===== config.mk =====
export PLATFORM = sky130hd
export DESIGN_NAME = qdac_update_seq
export DESIGN_NICKNAME = d
export VERILOG_FILES = /design/src/rtl/qdac_pkg.sv /design/src/rtl/qdac_req_sync.sv /design/src/rtl/qdac_shifter.sv /design/src/rtl/qdac_sequencer.sv /design/src/rtl/qdac_update_seq.sv
export SDC_FILE = /design/constraint.sdc
export NUM_CORES = 1
export LEC_CHECK = 0
export ABC_AREA = 0
export BUFFER_PORTS_ARGS = -buffer_cell sky130_fd_sc_hd__buf_2
export CAP_MARGIN = 20
export CORE_MARGIN = 2
export CORE_UTILIZATION = 35
export DETAILED_ROUTE_END_ITERATION = 16
export GPL_TIMING_DRIVEN = 1
export SLEW_MARGIN = 40
export SYNTH_ARGS = -nofsm -noshare
export SYNTH_HDL_FRONTEND = slang
export SYNTH_SLANG_ARGS = --single-unit
export TNS_END_PERCENT = 50

===== constraint.sdc =====
create_clock -name clk -period 1.8 [get_ports clk]
set_input_delay 0.27 -clock clk [delete_from_list [all_inputs] [get_ports clk]]
set_output_delay 0.27 -clock clk [all_outputs]
set_load 0.02 [all_outputs]

===== src/rtl/qdac_pkg.sv =====
`timescale 1ns/1ps
package qdac_pkg;

   typedef enum logic [2:0] {
      SH_IDLE,
      SH_SETUP,
      SH_HIGH,
      SH_LOW,
      SH_TAIL
   } shift_state_t;

   typedef enum logic [1:0] {
      SQ_IDLE,
      SQ_SEND,
      SQ_WAIT
   } seq_state_t;

   localparam logic [3:0] CMD_WRITE_UPDATE = 4'b0011;

endpackage


===== src/rtl/qdac_req_sync.sv =====
`timescale 1ns/1ps
module qdac_req_sync #(
   parameter int STAGES = 2
) (
   input  logic clk,
   input  logic rst_n,
   input  logic req_async,
   output logic req_rise
);

   if (STAGES < 2) begin : g_bad_stages
      $error("qdac_req_sync: STAGES must be at least 2");
   end

   logic [STAGES-1:0] chain;
   logic              last_q;

   always_ff @(posedge clk or negedge rst_n) begin
      if (!rst_n) begin
         chain  <= '0;
         last_q <= 1'b0;
      end else begin
         chain  <= {chain[STAGES-2:0], req_async};
         last_q <= chain[STAGES-1];
      end
   end

   assign req_rise = chain[STAGES-1] & ~last_q;

endmodule


===== src/rtl/qdac_shifter.sv =====
`timescale 1ns/1ps
module qdac_shifter
   import qdac_pkg::*;
#(
   parameter int FRAME_W = 32
) (
   input  logic               clk,
   input  logic               rst_n,
   input  logic               start,
   input  logic [FRAME_W-1:0] frame,
   output logic               cs_n,
   output logic               sck,
   output logic               mosi,
   output logic               finish
);

   localparam int CNT_W = $clog2(FRAME_W);

   if (FRAME_W < 2) begin : g_bad_frame
      $error("qdac_shifter: FRAME_W must be at least 2");
   end

   shift_state_t       state;
   logic [FRAME_W-1:0] shreg;
   logic [CNT_W-1:0]   bit_cnt;

   always_ff @(posedge clk or negedge rst_n) begin
      if (!rst_n) begin
         state   <= SH_IDLE;
         shreg   <= '0;
         bit_cnt <= '0;
      end else begin
         case (state)
            SH_IDLE: begin
               if (start) begin
                  shreg   <= frame;
                  bit_cnt <= '0;
                  state   <= SH_SETUP;
               end
            end
            SH_SETUP: state <= SH_HIGH;
            SH_HIGH:  state <= SH_LOW;
            SH_LOW: begin
               shreg <= {shreg[FRAME_W-2:0], 1'b0};
               if (bit_cnt == CNT_W'(FRAME_W - 1)) begin
                  state <= SH_TAIL;
               end else begin
                  bit_cnt <= bit_cnt + 1'b1;
                  state   <= SH_SETUP;
               end
            end
            SH_TAIL:  state <= SH_IDLE;
            default:  state <= SH_IDLE;
         endcase
      end
   end

   always_comb begin
      cs_n   = (state == SH_IDLE) || (state == SH_TAIL);
      sck    = (state == SH_HIGH);
      mosi   = cs_n ? 1'b0 : shreg[FRAME_W-1];
      finish = (state == SH_IDLE);
   end

endmodule


===== src/rtl/qdac_sequencer.sv =====
`timescale 1ns/1ps
module qdac_sequencer
   import qdac_pkg::*;
#(
   parameter int          CHANNELS = 4,
   parameter int          DATA_W   = 12,
   parameter int          ADDR_W   = 4,
   parameter int          CMD_W    = 4,
   parameter int          PAD_LO   = 4,
   parameter int          FRAME_W  = 32,
   parameter logic [CMD_W-1:0] CMD = CMD_WRITE_UPDATE
) (
   input  logic                       clk,
   input  logic                       rst_n,
   input  logic                       req_rise,
   input  logic [CHANNELS*DATA_W-1:0] ch_data,
   input  logic                       ser_finish,
   output logic                       ser_start,
   output logic [FRAME_W-1:0]         frame,
   output logic                       done
);

   localparam int PAD_HI = FRAME_W - CMD_W - ADDR_W - DATA_W - PAD_LO;
   localparam int IDX_W  = $clog2(CHANNELS);

   if (PAD_HI < 1 || PAD_LO < 1) begin : g_bad_layout
      $error("qdac_sequencer: frame fields do not fit FRAME_W");
   end
   if (CHANNELS < 2 || CHANNELS > (1 << ADDR_W)) begin : g_bad_channels
      $error("qdac_sequencer: CHANNELS out of range for ADDR_W");
   end

   seq_state_t        state;
   logic [IDX_W-1:0]  idx;
   logic              pending;
   logic              capture;
   logic [DATA_W-1:0] held [CHANNELS];

   assign capture = (state == SQ_IDLE) && (req_rise || pending);

   for (genvar k = 0; k < CHANNELS; k++) begin : g_hold
      always_ff @(posedge clk or negedge rst_n) begin
         if (!rst_n)       held[k] <= '0;
         else if (capture) held[k] <= ch_data[k*DATA_W +: DATA_W];
      end
   end

   always_ff @(posedge clk or negedge rst_n) begin
      if (!rst_n) begin
         state   <= SQ_IDLE;
         idx     <= '0;
         pending <= 1'b0;
         done    <= 1'b0;
      end else begin
         done <= 1'b0;
         if (capture)       pending <= 1'b0;
         else if (req_rise) pending <= 1'b1;
         case (state)
            SQ_IDLE: begin
               if (capture) begin
                  idx   <= '0;
                  state <= SQ_SEND;
               end
            end
            SQ_SEND: begin
               if (ser_finish) state <= SQ_WAIT;
            end
            SQ_WAIT: begin
               if (ser_finish) begin
                  if (idx == IDX_W'(CHANNELS - 1)) begin
                     done  <= 1'b1;
                     state <= SQ_IDLE;
                  end else begin
                     idx   <= idx + 1'b1;
                     state <= SQ_SEND;
                  end
               end
            end
            default: state <= SQ_IDLE;
         endcase
      end
   end

   assign ser_start = (state == SQ_SEND) && ser_finish;
   assign frame     = {{PAD_HI{1'b0}}, CMD, ADDR_W'(idx), held[idx], {PAD_LO{1'b0}}};

endmodule


===== src/rtl/qdac_update_seq.sv =====
`timescale 1ns/1ps
module qdac_update_seq
   import qdac_pkg::*;
#(
   parameter int CHANNELS    = 4,
   parameter int DATA_W      = 12,
   parameter int ADDR_W      = 4,
   parameter int CMD_W       = 4,
   parameter int PAD_LO      = 4,
   parameter int FRAME_W     = 32,
   parameter int SYNC_STAGES = 2
) (
   input  logic                       clk,
   input  logic                       rst_n,
   input  logic                       req_async,
   input  logic [CHANNELS*DATA_W-1:0] ch_data,
   output logic                       dac_cs_n,
   output logic                       dac_sck,
   output logic                       dac_mosi,
   output logic                       dac_clr_n,
   output logic                       seq_done
);

   logic               req_rise;
   logic               ser_start;
   logic               ser_finish;
   logic [FRAME_W-1:0] frame;

   qdac_req_sync #(.STAGES(SYNC_STAGES)) u_sync (
      .clk       (clk),
      .rst_n     (rst_n),
      .req_async (req_async),
      .req_rise  (req_rise)
   );

   qdac_sequencer #(
      .CHANNELS (CHANNELS),
      .DATA_W   (DATA_W),
      .ADDR_W   (ADDR_W),
      .CMD_W    (CMD_W),
      .PAD_LO   (PAD_LO),
      .FRAME_W  (FRAME_W),
      .CMD      (CMD_W'(CMD_WRITE_UPDATE))
   ) u_seq (
      .clk        (clk),
      .rst_n      (rst_n),
      .req_rise   (req_rise),
      .ch_data    (ch_data),
      .ser_finish (ser_finish),
      .ser_start  (ser_start),
      .frame      (frame),
      .done       (seq_done)
   );

   qdac_shifter #(.FRAME_W(FRAME_W)) u_shift (
      .clk    (clk),
      .rst_n  (rst_n),
      .start  (ser_start),
      .frame  (frame),
      .cs_n   (dac_cs_n),
      .sck    (dac_sck),
      .mosi   (dac_mosi),
      .finish (ser_finish)
   );

   assign dac_clr_n = 1'b1;

endmodule


* Word level (Yosys, flattened, before mapping)
Cells that the tools add are included.
** Storage, ports and cells
- Register bits after elaboration :: 97
- Bits of input ports :: 51
- Output and inout bits :: 5
- Logic and storage cells :: 72
** Cells by class
- $add $sub $neg :: 2
- Magnitude comparators :: 1
- Eq/ne operators :: 14
- Muxes and demuxes :: 26
- Bitwise gates (word level) :: 3
- Reduce and logical (&&, ||, !) cells :: 13
** Operators with widths (number)
- one-hot mux 32 bit (2 select lines) :: 1
- 2-to-1 mux 32 bit :: 1
- binary-select mux 12 bit (select 2 bit) :: 1
- 2-to-1 mux 12 bit :: 2
- 2-to-1 mux 2 bit :: 6
- one-hot mux 3 bit (4 select lines) :: 1
- 2-to-1 mux 5 bit :: 2
- one-hot mux 5 bit (2 select lines) :: 1
- 2-to-1 mux 1 bit :: 7
- == test 3 x 2 -> 1 bit (second input constant) :: 2
- 2-to-1 mux 3 bit :: 2
- != test 2 x 1 -> 1 bit (second input constant) :: 3
- != test 2 bit (second input constant) :: 3
- one-hot mux 2 bit (3 select lines) :: 1
- AND reduction 3 bit :: 2
- nonzero test 2 bit :: 3
- adder 5 x 1 -> 5 bit (second input constant) :: 1
- == test 5 bit (second input constant) :: 1
- == test 2 bit (second input constant) :: 2
- one-hot mux 2 bit (2 select lines) :: 1
- AND reduction 4 bit :: 1
- == test 3 x 1 -> 1 bit (second input constant) :: 1
- == test 3 bit (second input constant) :: 1
- greater-or-equal comparator 3 bit (second input constant) :: 1
- 10 further kinds :: 12

* Longest topological paths before layout
- Depth after elaboration :: 6
- Depth in mapped cells :: 7
- Mapped depth without buffers :: 7

* Cells and area by module
From an unflattened synthesis, not the netlist that was laid out.
** Second synthesis, totals
- Cell total of the unflattened synthesis :: 317
- Area total of the unflattened synthesis :: 4506.8 sq um
** Modules (own cells, without submodules)
- qdac_sequencer :: instances 1, cells each 166, area each 2534.9 sq um, seq. area each 1351.3 sq um
- qdac_shifter :: instances 1, cells each 145, area each 1871.8 sq um, seq. area each 1001.0 sq um
- qdac_req_sync :: instances 1, cells each 4, area each 88.8 sq um, seq. area each 75.1 sq um
- qdac_update_seq :: instances 1, cells each 2, area each 11.3 sq um, seq. area each 0.0 sq um

* Worst setup path before layout
OpenSTA, ideal clock, no wires.
- Path type :: register -> register
- Start :: reg u_shift.bit_cnt[0]
- End :: reg u_shift.bit_cnt[3]
- Library setup time :: 121 ps
- Arrival :: 1682 ps
- Path slack :: -3 ps
- Cell stages (with the launch flop) :: 8
- Period minus slack after synthesis :: 1803 ps
- Cell sequence :: dfrtp_1 -> ha_1 -> and3_1 -> ha_1 -> nand3b_1 -> a21o_1 -> a21o_1 -> a22o_1
** Between the ends
- Word-level cells in the longest chain between the ends :: 3
** Ends and longest elaborated chain
- start: declaration :: line qdac_shifter.sv:25 : logic [CNT_W-1:0] bit_cnt;
- start signal: assignment :: line qdac_shifter.sv:48 : bit_cnt <= bit_cnt + 1'b1;
- adder 5 x 1 -> 5 bit or == test 5 bit (tied branches) :: line qdac_shifter.sv:48, qdac_shifter.sv:45
- 2-to-1 mux 5 bit or != test 2 bit (tied branches)
- one-hot mux 5 bit (2 select lines) or AND reduction 3 bit (tied branches)
Several ways; a longest one is shown, not always the timed one. The select of a mux whose other input is x is not followed.
A chain may end at the register's enable or synchronous reset.

* Worst setup path after layout
- Start :: reg u_shift.bit_cnt[1]
- End :: reg u_shift.bit_cnt[3]
The elaborated chain is that of the path after synthesis.

==> impl_metrics.ini <==
[die]
fp-row-count = 38
io_pins = 56
fp.dieArea_um2 = 12300
die_w_um = 111
core_region_area_um2 = 11000
initial_core_util_pct = 36.3
die_h_um = 111

[route]
wire_per_inst_um = 15.1
routed_wl_um = 7390
drcViolationCount = 0
vias_per_cell = 4.98
dr.pass1.iters = 4
vias = 2440
first_iter_violations = 88
postRouteAntennaNets = 0

[global_routing]
grt_pass1_vias = 2629
grtUsageTotal_pct = 13.2
grt_use_met1_pct = 17.5
antenna_found_initial = 0
grt_util_met3_pct = 3.88
grt_pass1_wl_um = 12800
met2_usage_pct = 20.4
gr-total-overflow = 0
busiest_layer = met2
grt_start_max_net_pins = 52

[final_layout]
synthToLayoutAreaGrowth_pct = 21.6
seq_area_um2 = 2330
final_common_cell = dfrtp_1
drive_gt1_share_pct = 45.4
final_util_pct = 44.2
fin_area_um2 = 4850
layout.cells.most_common_list = dfrtp_1 (93), buf_2 (53), mux2_2 (49)
diodes = 0
multi_input_area_um2 = 1570
nets = 399
fillers = 999

[timing]
final-hold-violation-count = 0
period_minus_slack_ps = 1760
rsz0062_at_grt = true
setup_viol = 0
fin_skew_ps = 8.68
slew_violations = 0
fin_crit_sh_pct = 97.8
max_freq_ghz = 0.568

[setup_path]
end_kind = flip-flop
critPathLaunchType = flip-flop
path_max_fanout = 4
cp.required_ps = 2030
arrival_ps = 1990
path_class = reg2reg

[logic_synthesis]
synth-main-ff-cell = dfrtp_1
synth_top_family_by_area = multiplexers
ys_ff_latch = 93
synth-simple-area-share_pct = 6.96
avgSynthCellArea_um2 = 14.4
synthXorXnorAreaFrac_pct = 0.219
synthAdderAreaFrac_pct = 0.940
synth_compound_area_share_pct = 9.97
synth_fp_nets = 332
muxShareOfSynthArea_pct = 20.6
yosysWarningCount = 0
synth_area_um2 = 3990
syn_inst = 278
netlist-cell-type-count = 42
yosysSeqAreaShare_pct = 58.3
synth-async-reset-ratio_pct = 100
synth_edf_count = 0

[status]
outcome = finished clean

[placement]
dpl.hpwl_um = 5040
place_area_um2 = 4520
gp_congestion = 0.777
io_buffers = 54

[clock_tree]
cts_tree = yes
numCtsBuffers = 9
cts.sinks = 93
clk_latency_ps = 340
clock_path_buffers = 2
clkTransAtPathRegs_ps = 60
cts-htree-levels = 3
root_buffer = clkbuf_16
postCtsSetupRepairBufs = 0

[pwr]
seq_power_share_pct = 41.3
clock_power_share_pct = 22.7
vdd_drop_max_v = 0.000658
leakage_nw = 2.17
p_int_w = 0.00606
netSwitchingFraction_pct = 30.9
combPwrFrac_pct = 36.0
finalPower_w = 0.00877
p_sw_w = 0.00271
powerDensity_nw_per_um2 = 1810

[hold_path]
hp-class = in2reg

[run]
drv_cap = 0
## cell type report
class,count,share of cell area (%)
clock buffers,12,5.49
clock inverters,4,1.11
inverters,2,0.155
multi-input cells,166,32.3
flip-flops and latches,93,47.9
well taps,140,3.61
repair buffers,73,9.38
## stage by stage
stage	hold slack [ps]	TNS (ps)	instances	setup WS, ps
3_3_place_gp	248	0	473	54.0
6_report	43.0	0	490	40.2
5_1_grt	26.9	-30.6	490	-30.6
4_1_cts	33.3	0	490	11.4
3_5_place_dp	255	0	473	25.6
2_1_floorplan	-25.6	0	278	28.9
## power by group through the flow
stage / Combinational [W] / Sequential [W] / Clock, W
floorplan: 0.00259 / 0.00344 / 0
CTS: 0.00320 / 0.00362 / 0.00205
finish: 0.00316 / 0.00362 / 0.00199
global route: 0.00352 / 0.00374 / 0.00215
detailed placement: 0.00319 / 0.00365 / 0
global placement: 0.00311 / 0.00361 / 0
## worst max-delay path, cell delays in order (launching register included)
cell and delay [ps]:
dfrtp_1 400, ha_2 190, and3_1 180, ha_2 160, nand3b_1 150, a21o_1 200
a21o_1 160, a22o_1 210
## registers in the layout (all words and copies together) (netlist names)
name,count
u_seq.pending,1
u_seq.done,1
u_shift.shreg,28
u_shift.state,3
u_seq.held,48
u_shift.bit_cnt,5
u_seq.state,2
u_sync.chain,2
u_seq.idx,2
u_sync.last_q,1
## what timing repair did
action	CTS	global route
endpoints found under the hold margin	32	0
hold buffers	1	0
endpoints found under the setup margin	0	3
gates resized for setup	0	3
## cells by family (layout without fill, tap and decap cells)
logic type,after synthesis,after routing
AOI/OAI and AO/OA,48,48
xor gates and xnor gates,1,1
adders and majority gates,3,3
buffers and inverters,19,91
DFF,93,93
muxes,61,61
other,1,1
and+or+nand+nor,52,52
## worst paths after layout
path / slack (ps) / start / cells after the start / to
worst max register to register: 40 / u_shift.bit_cnt[1] / 7 / u_shift.bit_cnt[3]
worst max-delay path: 40 / u_shift.bit_cnt[1] / 7 / u_shift.bit_cnt[3]
max in group asynchronous: 790 / rst_n / 3 / u_seq.idx[1]
worst min-delay path: 40 / req_async / 1 / u_sync.chain[0]
min in group asynchronous: 430 / rst_n / 2 / u_shift.shreg[27]
worst min register to register: 360 / u_sync.chain[0] / 0 / u_sync.chain[1]
## layer usage
metal,vias to the layer above,wire length (um),share of wire [%]
met5,-,0,0
met4,0,112,1.5
met3,9,276,3.7
met2,42,3450,47
met1,1229,3550,48
li1,1160,-,-
## Yosys cell counts (2+ instances only)
cell / number / share of area (%)
o2bb2ai_1: 2 / 0.44
inv_1: 2 / 0.19
o22a_1: 3 / 0.66
a21oi_1: 3 / 0.38
buf_6: 4 / 1.1
mux2_2: 49 / 14
mux4_2: 12 / 6.8
nor3_1: 3 / 0.38
nor2_1: 23 / 2.2
nand2_1: 4 / 0.38
and2_1: 7 / 1.1
a21o_1: 2 / 0.38
a21boi_0: 2 / 0.38
nor2b_1: 2 / 0.31
nand3b_1: 2 / 0.38
nand3_1: 2 / 0.25
buf_2: 9 / 1.1
ha_1: 3 / 0.94
a221o_1: 6 / 1.5
dfrtp_1: 93 / 58
o22ai_2: 2 / 0.63
clkbuf_1: 3 / 0.28
nand2b_1: 2 / 0.31
o22ai_1: 5 / 0.78
o21ai_0: 2 / 0.25
a22o_1: 15 / 3.3
No activity file was read; power rests on OpenSTA's default activity.
